**src/rtl/ems_xlate_pkg.sv**
```systemverilog
package ems_xlate_pkg;

  localparam int NPAGE   = 4;
  localparam int EXT_W   = 3;
  localparam int EXTBUS_W = 16;

  // Extension field of page p in the concatenated bus {ext_b, ext_a}.
  // Odd pages sit in the low nibble, even pages in the high nibble.
  function automatic logic [EXT_W-1:0] ext_field(input logic [EXTBUS_W-1:0] bus,
                                                 input int p);
    int off;
    off = (p / 2) * 8 + (((p % 2) != 0) ? 0 : 4);
    return bus[off +: EXT_W];
  endfunction

  // Code support lookup from a bit mask.
  function automatic logic code_supported(input logic [15:0] mask,
                                          input logic [3:0] code);
    return mask[code];
  endfunction

  // Frame index of page p for window code c.
  function automatic int frame_of(input int frame0, input int c, input int p);
    return frame0 + c + p;
  endfunction

endpackage

```
**src/rtl/ems_win_match.sv**
```systemverilog
module ems_win_match
  import ems_xlate_pkg::*;
#(
  parameter int FRAME_W  = 18,
  parameter int FRAME0   = 'h30,
  parameter int MAX_CODE = 4,
  parameter int CODE_W   = 4
) (
  input  logic [FRAME_W-1:0] frame,
  input  logic [CODE_W-1:0]  code,
  input  logic               active,
  output logic               win_ok,
  output logic [NPAGE-1:0]   hit
);

  assign win_ok = (int'(code) <= MAX_CODE);

  for (genvar p = 0; p < NPAGE; p++) begin : g_page
    logic [FRAME_W-1:0] target;
    assign target = FRAME_W'(FRAME0) + FRAME_W'(code) + FRAME_W'(p);
    assign hit[p] = active && win_ok && (frame == target);
  end

endmodule

```
**src/rtl/ems_io_dec.sv**
```systemverilog
module ems_io_dec
  import ems_xlate_pkg::*;
#(
  parameter int          IO_W       = 16,
  parameter int          BASE0      = 'h208,
  parameter int          STEP_SHIFT = 4,
  parameter logic [15:0] CODE_MASK  = 16'h4C63
) (
  input  logic [3:0]      code,
  output logic [IO_W-1:0] base,
  output logic            ok
);

  assign ok   = code_supported(CODE_MASK, code);
  assign base = ok ? (IO_W'(BASE0) + (IO_W'(code) << STEP_SHIFT)) : '0;

endmodule

```
**src/rtl/ems_addr_form.sv**
```systemverilog
module ems_addr_form
  import ems_xlate_pkg::*;
#(
  parameter int ADDR_W     = 32,
  parameter int PAGE_SHIFT = 14,
  parameter int EXT_LSB    = 21,
  parameter int GATE_BIT   = 20
) (
  input  logic [ADDR_W-1:0]   cpu_addr,
  input  logic [NPAGE-1:0]    hit,
  input  logic [EXTBUS_W-1:0] ext_bus,
  input  logic                gate_open,
  output logic [ADDR_W-1:0]   phys
);

  localparam int IDX_W = $clog2(NPAGE);

  logic [IDX_W-1:0] idx;
  logic [EXT_W-1:0] ext;

  always_comb begin
    idx = '0;
    ext = '0;
    for (int p = 0; p < NPAGE; p++) begin
      if (hit[p]) begin
        idx = IDX_W'(p);
        ext = ext_field(ext_bus, p);
      end
    end
  end

  always_comb begin
    if (|hit) begin
      phys = '0;
      phys[PAGE_SHIFT-1:0]     = cpu_addr[PAGE_SHIFT-1:0];
      phys[PAGE_SHIFT +: IDX_W] = idx;
      phys[EXT_LSB +: EXT_W]   = ext;
    end else begin
      phys = cpu_addr;
      phys[GATE_BIT] = cpu_addr[GATE_BIT] & gate_open;
    end
  end

endmodule

```
**src/rtl/ems_xlate.sv**
```systemverilog
module ems_xlate
  import ems_xlate_pkg::*;
#(
  parameter int          ADDR_W     = 32,
  parameter int          PAGE_SHIFT = 14,
  parameter int          FRAME0     = 'h30,
  parameter int          MAX_CODE   = 4,
  parameter int          IO_W       = 16,
  parameter int          IO_BASE0   = 'h208,
  parameter int          IO_SHIFT   = 4,
  parameter logic [15:0] IO_MASK    = 16'h4C63
) (
  input  logic              clk,
  input  logic              rst,
  input  logic [ADDR_W-1:0] cpu_addr,
  input  logic              mem_cycle,
  input  logic              bus_master,
  input  logic              gate_a20,
  input  logic              ems_en,
  input  logic              ems_wait_en,
  input  logic [3:0]        win_code,
  input  logic [3:0]        io_code,
  input  logic [7:0]        ext_a,
  input  logic [7:0]        ext_b,
  output logic [ADDR_W-1:0] phys_addr,
  output logic [3:0]        page_hit,
  output logic              wait_req,
  output logic [IO_W-1:0]   io_base,
  output logic              io_base_ok
);

  localparam int FRAME_W = ADDR_W - PAGE_SHIFT;

  // Internal events brought out for the checker.
  logic                xl_active;
  logic                win_ok;
  logic [NPAGE-1:0]    hit_vec;
  logic                any_hit;
  logic                gate_open;
  logic [ADDR_W-1:0]   phys_nxt;
  logic [IO_W-1:0]     io_nxt;
  logic                io_ok_nxt;

  assign xl_active = ems_en && mem_cycle;
  assign gate_open = gate_a20 || bus_master;

  ems_win_match #(
    .FRAME_W (FRAME_W),
    .FRAME0  (FRAME0),
    .MAX_CODE(MAX_CODE),
    .CODE_W  (4)
  ) u_match (
    .frame (cpu_addr[ADDR_W-1:PAGE_SHIFT]),
    .code  (win_code),
    .active(xl_active),
    .win_ok(win_ok),
    .hit   (hit_vec)
  );

  assign any_hit = |hit_vec;

  ems_addr_form #(
    .ADDR_W    (ADDR_W),
    .PAGE_SHIFT(PAGE_SHIFT),
    .EXT_LSB   (21),
    .GATE_BIT  (20)
  ) u_form (
    .cpu_addr (cpu_addr),
    .hit      (hit_vec),
    .ext_bus  ({ext_b, ext_a}),
    .gate_open(gate_open),
    .phys     (phys_nxt)
  );

  ems_io_dec #(
    .IO_W      (IO_W),
    .BASE0     (IO_BASE0),
    .STEP_SHIFT(IO_SHIFT),
    .CODE_MASK (IO_MASK)
  ) u_io (
    .code(io_code),
    .base(io_nxt),
    .ok  (io_ok_nxt)
  );

  always_ff @(posedge clk) begin
    if (rst) begin
      phys_addr  <= '0;
      page_hit   <= '0;
      wait_req   <= 1'b0;
      io_base    <= '0;
      io_base_ok <= 1'b0;
    end else begin
      phys_addr  <= phys_nxt;
      page_hit   <= hit_vec;
      wait_req   <= any_hit && ems_wait_en;
      io_base    <= io_nxt;
      io_base_ok <= io_ok_nxt;
    end
  end

endmodule

```
**config.mk**
```make
export PLATFORM = sky130hd
export DESIGN_NAME = ems_xlate
export DESIGN_NICKNAME = d
export VERILOG_FILES = /design/src/rtl/ems_xlate_pkg.sv /design/src/rtl/ems_win_match.sv /design/src/rtl/ems_io_dec.sv /design/src/rtl/ems_addr_form.sv /design/src/rtl/ems_xlate.sv
export SDC_FILE = /design/constraint.sdc
export NUM_CORES = 1
export LEC_CHECK = 0
export BUFFER_PORTS_ARGS = -buffer_cell sky130_fd_sc_hd__clkbuf_2
export CAP_MARGIN = 15
export CORE_MARGIN = 5
export CORE_UTILIZATION = 44
export DETAILED_ROUTE_END_ITERATION = 10
export PLACE_DENSITY = 0.82
export SYNTH_ARGS = -nofsm -noshare
export SYNTH_HDL_FRONTEND = slang
export SYNTH_SLANG_ARGS = --single-unit
```
**constraint.sdc**
```tcl
create_clock -name clk -period 3 [get_ports clk]
set_input_delay 0.6 -clock clk [delete_from_list [all_inputs] [get_ports clk]]
set_output_delay 0.6 -clock clk [all_outputs]
set_load 0.1 [all_outputs]
```
==> flow_metrics.env <==
export IMPL_outcome="complete, no violations"
export IMPL_p_sw_w=0.0005615
export IMPL_postLayoutCoreUtil_pct=58.32
export IMPL_timing_max_transition_violations_final=0
export IMPL_clock_power_share_pct=29.6
export IMPL_synth_adder_area_share_pct=4.242
export IMPL_drcViolationCount=0
export IMPL_synth_compound_area_share_pct=12.30
export IMPL_top_level_ports=117
export IMPL_globalRouteTotalUtil_pct=16.61
export IMPL_power_frac_comb_pct=30.3
export IMPL_ant_nets=0
export IMPL_core_region_area_um2=4629
export IMPL_routed_wire_length_per_instance_um=13.95
export IMPL_yosysUniqueCellTypes=54
export IMPL_synth_xor_area_share_pct=6.667
export IMPL_report_power_total_w=0.001505
export IMPL_initial_utilization_pct=44.59
export IMPL_routed_top_layer="met4"
export IMPL_cell_internal_power_dissipation_w=0.0009438
export IMPL_cts_path_max_buffers=2
export IMPL_wl_met2_mm=2.290
export IMPL_ys_flop_type="dfxtp_1"
export IMPL_fraction_of_synthesis_flops_using_an_asynchronous_set_or_reset_pin_pct=0
export IMPL_floorplan_die_height_um=78.50
export IMPL_met3_length_um=500
export IMPL_nets=385
export IMPL_post_synth_main_area_contributors="dfxtp_1 (42%), nor2b_1 (5.5%), buf_4 (5.1%)"
export IMPL_row_count=25
export IMPL_synth_top_family_by_area="simple AND/OR/NAND/NOR gates"
export IMPL_worst_hold_path_type="in -> reg"
export IMPL_synthesis_area_per_instance_um2=9.784
export IMPL_slew_limit_headroom_pct=63.30
export IMPL_critical_path_arrival_ns=2.77
export IMPL_synth_area_mux_share_pct=0.9697
export IMPL_cts_inserted_buffers=5
export IMPL_first_iter_violations=70
export IMPL_post_cts_resized=0
export IMPL_fp_dieW_um=78.50
export IMPL_post_route_min_period_ns=2.533
export IMPL_vdd_drop_max_v=0.0002601
export IMPL_yosysTopAreaCell="dfxtp_1"
export IMPL_drive_above_1_share_pct=39.24
export IMPL_yosysTopAreaCellShare_pct=41.70
export IMPL_worstPathRequired_ns=3.24
export IMPL_detailed_place_area_um2=2587
export IMPL_clk_pin_slew_worst_paths_ns=0.08
export IMPL_max_clock_freq_mhz=394.8
export IMPL_cts_root_buf="clkbuf_8"
export IMPL_antennaDiodeCount=0
export IMPL_setup_worst_path_class="in -> reg"
export IMPL_tritoncts="built"
export IMPL_worst_slew_pin_transition_ns=0.5528
export IMPL_grt_setup_unrepaired="no"
export IMPL_timing_critical_path_fanout_max=10
export IMPL_commonest_cells_after_routing_fill_and_taps_aside="clkbuf_2 (102), dfxtp_1 (43), nor2b_1 (18)"
export IMPL_cts_max_level=2
export IMPL_setup_worst_path_end_class="register"
export IMPL_met1_routed_length_mm=2.266
export IMPL_worstSetupStartpointType="input port"
export IMPL_power_leakage_nw=1.316
export IMPL_grt_max_degree=27
export IMPL_synthesis_instances=211
export IMPL_via_per_inst=4.984
export IMPL_synthesis_area_um2=2064
export IMPL_cts_post_setup_buffers_inserted=0
export IMPL_finalSetupViolCount=0
export IMPL_synth_ff_latch_count=43
export IMPL_initial_antenna_violation_count=0
export IMPL_most_frequent_standard_cell_in_the_layout_excluding_fill_and_tap_cells="clkbuf_2"
export IMPL_first_global_vias=1747
export IMPL_cts_hold_bufs=0
export IMPL_areaGrowthSynthToFinish_pct=30.79
export IMPL_die_area_um2=6162
export IMPL_synth_warning_count=0
export IMPL_cts_sinks=43
export IMPL_finish_instance_area_um2=2700
export IMPL_grt_overflow_total=0
export IMPL_hold_worst_slack_ns=0.5007
export IMPL_layout_worst_path_cycle_share_pct=84.42
export IMPL_detail_route_first_pass_iterations=4
export IMPL_post_synth_edffs=0
export IMPL_yosysSeqAreaShare_pct=41.70
export IMPL_hpwl_mm=4.228
export IMPL_detail_route_wirelength_mm=5.160
export IMPL_timing_setup_tns_ns=0
export IMPL_timing_final_hold_violations=0
export IMPL_via_count=1844
export IMPL_sequentialPowerShare_pct=40.1
export IMPL_power_density_cell_area_nw_per_um2=557.5
export IMPL_place_congestion=0.8363
export IMPL_area_share_of_and_or_nand_nor_cells_after_synthesis_pct=26.18
export IMPL_layout_filler_cell_count=409
export IMPL_number_of_buffers_added_on_ports=102
export IMPL_global_route_wire_length_before_repair_mm=7.907
export IMPL_cap_violations=0
export IMPL_switching_share_pct=37.30
## power by group through the flow
stage | logic [W] | registers, W | clock network, W
3_5_place_dp | 0.000456 | 0.000618 | 0
6_report | 0.000456 | 0.000604 | 0.000445
5_1_grt | 0.000477 | 0.000608 | 0.000492
2_1_floorplan | 0.000172 | 0.000819 | 0
3_3_place_gp | 0.000452 | 0.000617 | 0
4_1_cts | 0.000458 | 0.000604 | 0.000461
## routing by layer
metal	vias to the layer above	track usage [%]
met3	9	5.275
met5	-	0
met1	810	19.79
li1	924	-
met2	101	27.16
met4	0	7.517
## registers in the layout, summed over array words and instances, names as in the netlist
signal,flops
io_base_ok,1
page_hit,4
wait_req,1
io_base,5
phys_addr,32
## worst paths after layout
check / start / end / cells past startpoint
setup / recovery: win_code[1] / phys_addr[28] / 10
hold / removal: ems_wait_en / wait_req / 3
## worst max-delay path, stage by stage
cell,delay (ns)
clkbuf_2,0.15
ha_1,0.29
ha_1,0.30
nor2b_1,0.17
o221ai_1,0.14
a31oi_2,0.32
nor3_1,0.12
nor4_2,0.32
buf_4,0.23
and2_1,0.14
## per-stage QoR
stage | cells | worst slack, ns
after global routing | 370 | 0.2752
after floorplan | 220 | 0.4798
final | 370 | 0.4673
after global placement | 362 | 0.2444
after detailed placement | 362 | 0.1910
after CTS | 370 | 0.4838
## cells by family after synthesis
family          after synthesis
compound gates               32
xor+xnor                     14
fa+ha+maj                     7
buf+inv                      28
flops                        43
mux                           2
other cells                   1
simple gates                 84
## final cells by class
| cell class | instances | area [µm²] | area share, % |
|---|---|---|---|
| clock buffer | 5 | 68.82 | 2.549 |
| clock inverter | 3 | 43.79 | 1.622 |
| inverter | 9 | 33.78 | 1.251 |
| multi-input combinational | 149 | 1077 | 39.90 |
| sequential | 43 | 860.8 | 31.88 |
| tap | 54 | 67.56 | 2.502 |
| timing repair buffer | 107 | 548.0 | 20.30 |
## synth_stat cells (6+ instances only)
cell     count
inv_1        9
buf_4       14
nand3_1      8
and2_1      14
xor2_1       7
nand2_1      7
ha_1         7
dfxtp_1     43
nor2b_1     18
xnor2_1      6
nor2_1       8
(Power assumes the default switching activity.)
